### config.mk
export PLATFORM = sky130hd
export DESIGN_NAME = i2c_byte_engine
export DESIGN_NICKNAME = d
export VERILOG_FILES = /design/src/rtl/i2c_byte_pkg.sv /design/src/rtl/i2c_scl_edge.sv /design/src/rtl/i2c_bit_counter.sv /design/src/rtl/i2c_byte_engine.sv
export SDC_FILE = /design/constraint.sdc
export NUM_CORES = 1
export LEC_CHECK = 0
export BUFFER_PORTS_ARGS = -buffer_cell sky130_fd_sc_hd__buf_2
export CORE_ASPECT_RATIO = 1.4
export CORE_MARGIN = 2
export CORE_UTILIZATION = 30
export CTS_CLUSTER_DIAMETER = 30
export DETAILED_ROUTE_END_ITERATION = 16
export GPL_ROUTABILITY_DRIVEN = 1
export PLACE_DENSITY = 0.6
export SYNTH_ARGS = -nofsm -noshare
export SYNTH_HDL_FRONTEND = slang
export SYNTH_SLANG_ARGS = --single-unit
### constraint.sdc
create_clock -name clk -period 1.55 [get_ports clk]
set_input_delay 0.155 -clock clk [delete_from_list [all_inputs] [get_ports clk]]
set_output_delay 0.155 -clock clk [all_outputs]
set_load 0.03 [all_outputs]
### src/rtl/i2c_byte_pkg.sv
package i2c_byte_pkg;

    typedef enum logic [1:0] {
        PH_IDLE = 2'd0,
        PH_DATA = 2'd1,
        PH_ACK  = 2'd2
    } phase_t;

endpackage

### src/rtl/i2c_scl_edge.sv
module i2c_scl_edge (
    input  logic clk,
    input  logic rst_n,
    input  logic line_in,
    output logic rise,
    output logic fall,
    output logic low_settled
);

    logic line_q;

    always_ff @(posedge clk or negedge rst_n) begin
        if (!rst_n) line_q <= 1'b1;
        else        line_q <= line_in;
    end

    assign rise        = line_in & ~line_q;
    assign fall        = ~line_in & line_q;
    assign low_settled = ~line_in & ~line_q;

endmodule

### src/rtl/i2c_bit_counter.sv
module i2c_bit_counter #(
    parameter int SLOTS = 9,
    localparam int CW   = $clog2(SLOTS + 1)
) (
    input  logic          clk,
    input  logic          rst_n,
    input  logic          clear,
    input  logic          step,
    output logic [CW-1:0] count
);

    localparam logic [CW-1:0] LAST = CW'(SLOTS);

    always_ff @(posedge clk or negedge rst_n) begin
        if (!rst_n)       count <= '0;
        else if (clear)   count <= '0;
        else if (step)    count <= (count == LAST) ? CW'(1) : count + CW'(1);
    end

endmodule

### src/rtl/i2c_byte_engine.sv
module i2c_byte_engine #(
    parameter int BYTE_W = 8
) (
    input  logic              clk,
    input  logic              rst_n,
    input  logic              scl_in,
    input  logic              sda_in,
    input  logic              start_det,
    input  logic              tx_mode,
    input  logic              first_byte,
    input  logic              early_irq_sel,
    input  logic              ack_en,
    input  logic [BYTE_W-1:0] tx_data,
    input  logic              irq_clr,
    output logic              sda_low,
    output logic [BYTE_W-1:0] rx_data,
    output logic              last_ack,
    output logic              irq_flag,
    output logic              scl_hold
);
    import i2c_byte_pkg::*;

    localparam int SLOTS = BYTE_W + 1;
    localparam int CW    = $clog2(SLOTS + 1);
    localparam logic [CW-1:0] CNT_DATA_END = CW'(BYTE_W);
    localparam logic [CW-1:0] CNT_ACK_END  = CW'(SLOTS);

    phase_t          phase, phase_nxt;
    logic            scl_rise, scl_fall, scl_low;
    logic [CW-1:0]   bit_cnt;
    logic            rx_early;
    logic            irq_set;
    logic            sda_nxt;
    logic [CW-1:0]   tx_idx;
    logic [BYTE_W-1:0] tx_shifted;

    i2c_scl_edge u_edge (
        .clk         (clk),
        .rst_n       (rst_n),
        .line_in     (scl_in),
        .rise        (scl_rise),
        .fall        (scl_fall),
        .low_settled (scl_low)
    );

    i2c_bit_counter #(.SLOTS(SLOTS)) u_cnt (
        .clk   (clk),
        .rst_n (rst_n),
        .clear (start_det),
        .step  (scl_rise && (phase != PH_IDLE)),
        .count (bit_cnt)
    );

    // early point applies only to plain data reception
    assign rx_early = early_irq_sel & ~tx_mode & ~first_byte;

    always_comb begin
        phase_nxt = phase;
        if (start_det) begin
            phase_nxt = PH_DATA;
        end else begin
            unique case (phase)
                PH_IDLE: phase_nxt = PH_IDLE;
                PH_DATA: if (scl_fall && bit_cnt == CNT_DATA_END) phase_nxt = PH_ACK;
                PH_ACK:  if (scl_fall && bit_cnt == CNT_ACK_END)  phase_nxt = PH_DATA;
                default: phase_nxt = PH_IDLE;
            endcase
        end
    end

    always_ff @(posedge clk or negedge rst_n) begin
        if (!rst_n) phase <= PH_IDLE;
        else        phase <= phase_nxt;
    end

    assign irq_set = scl_fall && !start_det &&
                     (((phase == PH_DATA) && (bit_cnt == CNT_DATA_END) && rx_early) ||
                      ((phase == PH_ACK)  && (bit_cnt == CNT_ACK_END)  && !rx_early));

    // after the acknowledge cycle the count sits at SLOTS: next bit is the MSB
    assign tx_idx     = (bit_cnt >= CNT_DATA_END) ? '0 : bit_cnt;
    assign tx_shifted = tx_data << tx_idx;

    always_comb begin
        sda_nxt = 1'b0;
        unique case (phase)
            PH_IDLE: sda_nxt = 1'b0;
            PH_DATA: sda_nxt = tx_mode & ~tx_shifted[BYTE_W-1];
            PH_ACK:  sda_nxt = ~tx_mode & ack_en;
            default: sda_nxt = 1'b0;
        endcase
    end

    always_ff @(posedge clk or negedge rst_n) begin
        if (!rst_n) begin
            sda_low  <= 1'b0;
            rx_data  <= '0;
            last_ack <= 1'b1;
            irq_flag <= 1'b0;
        end else begin
            if (scl_low)
                sda_low <= sda_nxt;
            if (scl_rise && phase == PH_DATA)
                rx_data <= {rx_data[BYTE_W-2:0], sda_in};
            if (scl_rise && phase == PH_ACK)
                last_ack <= sda_in;
            if (irq_set)
                irq_flag <= 1'b1;
            else if (irq_clr)
                irq_flag <= 1'b0;
        end
    end

    assign scl_hold = irq_flag;

endmodule

==> summary.txt <==
Status
  – Status: finished clean

GRT
  – Vias in the first global route: 905
  – Gr ovfl total: 0
  – First-pass GRT wire length: around 3800 µm
  – Largest net degree at the start of global routing: 19
  – Initial antenna violation count: 0
  – GR Util All Layers: 12.9%

Setup path
  – Crit-path cells: ha_1 -> nand3b_1 -> nand2_1 -> a311oi_1
  – Crit-path slowest cell: dfrtp_1
  – Worst Path Required: between 1500 and 2000 ps
  – WS Path Type: reg -> reg
  – Slowest cell delay on critical path: 490 ps
  – Crit path DAT: between 1500 and 2000 ps
  – Critical Path Fanout Max: 9
  – Startpoint Class: flip-flop
  – Critical Path End Type: flip-flop

Floorplan
  – Initial Utilization: a little under a third
  – Ports: 30
  – Row cnt: 25
  – Die H: 73.0 µm
  – Core Footprint: 3320 µm²
  – Die Wd: around 53 µm
  – Die ar.: 3890 µm²

Synth
  – Syn nets: approximately 120
  – Synth Area per Inst: 11.0 µm²
  – Cell Area, Synth: just over 1000 µm²
  – FF+latch count, synth: 18
  – Synth cell count leaders: dfrtp_1, mux2_2, nand2_1
  – Sequential cell area fraction in the yosys report: between 40 and 50%
  – Top cells by area, synth: dfrtp_1, mux2_2, ha_1
  – Post-synthesis cell type count: 32
  – Post-synth ARST share: 100%
  – Number of flops mapped to enable cells by yosys: 0
  – Synth warnings: 0
  – Most numerous cell in the Yosys netlist: dfrtp_1
  – Post-synth top area share: around two fifths
  – Area leader, netlist: dfrtp_1
  – Syn Inst Count: 93
  – Synth Flop Type: dfrtp_1

Cells and area
  – Layout cells sized above 1: 41.9%
  – Post-Layout Cell Count: around 170
  – Layout net count: 155
  – Fillers: 353
  – Antenna cells: 0
  – Post-layout util: 39.3%
  – Layout area overhead: 27.6%

CTS
  – CTS buffer count: 3
  – Clock root buffer: clkbuf_8
  – # Post-CTS Setup Buffers: 0
  – CTS H-tree depth: 1
  – Clk buf depth: 2
  – CTS tree: done
  – Clk slew on worst S/H paths: 70 ps
  – Later-pin clock latency in the skew report: 250 ps
  – Clock sink count: 18

Power
  – VDD IR max: 0.950 mV
  – Power per cell area: 1500 nW/µm²
  – Leak: 0.613 nW

Placed design
  – RePlAce Congestion: 0.845
  – Inst Count DP: 164
  – Post-DP HPWL: around 1800 µm
  – Place WS: between 50 and 60 ps
  – Port buffer count: 29

Timing
  – Worst-margin pin slew: 421 ps
  – Hold WS: 27.9 ps
  – Worst setup margin: 118 ps
  – Final setup vio count: 0
  – Fmax: 698 MHz
  – Final Hold Viols: 0
  – Final min period: 1430 ps
  – Worst Skew: 9.17 ps
  – Pins Over Slew Limit: 0
  – Setup TNS: 0 ps
  – RSZ-0062 raised after global routing: false
  – Slew HR: a little under three quarters
  – Final cycle utilization of the critical path: 92.4%

Routing
  – Vias per cell: 4.89
  – DR vias: 826
  – Post-route ant nets: 0
  – Drt drc: 0
  – Drt total wl: 2240 µm
  – Violation count after the first detailed-route iteration: 16
  – Pre-antenna DRT Iters: 4
  – DR WL/cell: ~13 µm

Job
  – Max Cap Viol: 0

Hold path
  – HP Class: in -> reg
-- cell families after synthesis --
kind of cell	Yosys count	share of synthesized area, %
AO/OA/AOI/OAI	16	10.4
adder cells (fa/ha/maj)	7	8.58
buffers and inverters	7	3.06
flip-flops	18	44.4
multiplexers	13	15.1
AND/OR/NAND/NOR	32	18.5
-- registers in the layout (all words and copies together), names as in the netlist --
register	count
irq_flag	1
last_ack	1
phase	2
rx_data	8
sda_low	1
u_cnt.count	4
u_edge.line_q	1
-- per-stage QoR --
stage | area [µm²] | power [mW]
3_5_place_dp | 1230 | 1.59
2_1_floorplan | 1020 | 1.33
4_1_cts | 1300 | 1.98
6_report | 1300 | 1.96
5_1_grt | 1300 | 2.09
3_3_place_gp | 1230 | 1.56
-- placed cells by master (no fill, tap or decap), types with 2 or more instances in the layout --
master     n
mux2i_1    3
clkbuf_8   4
dfrtp_1   15
dfstp_2    2
a21oi_1    5
buf_2     29
mux2_2     9
nand3_1    3
inv_1      5
nand2b_1   4
o21ai_0    3
ha_1       7
nand2_1    7
nor2b_1    2
buf_4      4
nor2_1     7
-- worst max-delay path, delay by kind of cell, from the launching register on --
kind | cells | cell delay, ps
simple gates | 2 | 250
fa+ha+maj | 1 | 300
flops | 1 | 490
compound gates | 1 | 280
-- path summary, 6_finish.rpt --
check	cells after the start	endpoint	slack, ps	start
min reg2reg	1	rx_data[7]	510	rx_data[7]
max	4	u_cnt.count[3]	120	u_cnt.count[0]
min in group asynchronous	2	rx_data[1]	370	rst_n
max in group asynchronous	2	u_cnt.count[1]	840	rst_n
max reg2reg	4	u_cnt.count[3]	120	u_cnt.count[0]
min	1	u_edge.line_q	30	scl_in
-- area by class of cell --
| type | count | area (µm²) | share of cell area [%] |
|---|---|---|---|
| inverters | 5 | 18.8 | 1.44 |
| flip-flops and latches | 18 | 454 | 34.9 |
| repair buffers | 34 | 185 | 14.2 |
| clock buffers | 4 | 55.1 | 4.23 |
| multi-input cells | 68 | 539 | 41.4 |
| well taps | 40 | 50.0 | 3.84 |
-- report_power, final --
part	switching, mW	total (mW)	internal (mW)	leakage, nW
Clock	0.152	0.378	0.226	0.0288
Sequential	0.109	0.737	0.628	0.224
Combinational	0.506	0.842	0.336	0.360
-- metal layers --
layer | vias up | share of wire, % | wire length (µm) | track usage [%]
met1 | 393 | 39 | 871 | 13.5
met4 | 0 | 1.5 | 33 | 6.27
met3 | 4 | 5.2 | 116 | 1.23
li1 | 402 | - | - | -
met2 | 27 | 54 | 1220 | 24.6
met5 | - | 0 | 0 | 0
-- what timing repair did --
action,CTS,global route
resized for setup,0,2
hold buffers,1,0
endpoints found under the setup margin,0,9
endpoints found under the hold margin,16,0
(Power assumes the default switching activity.)
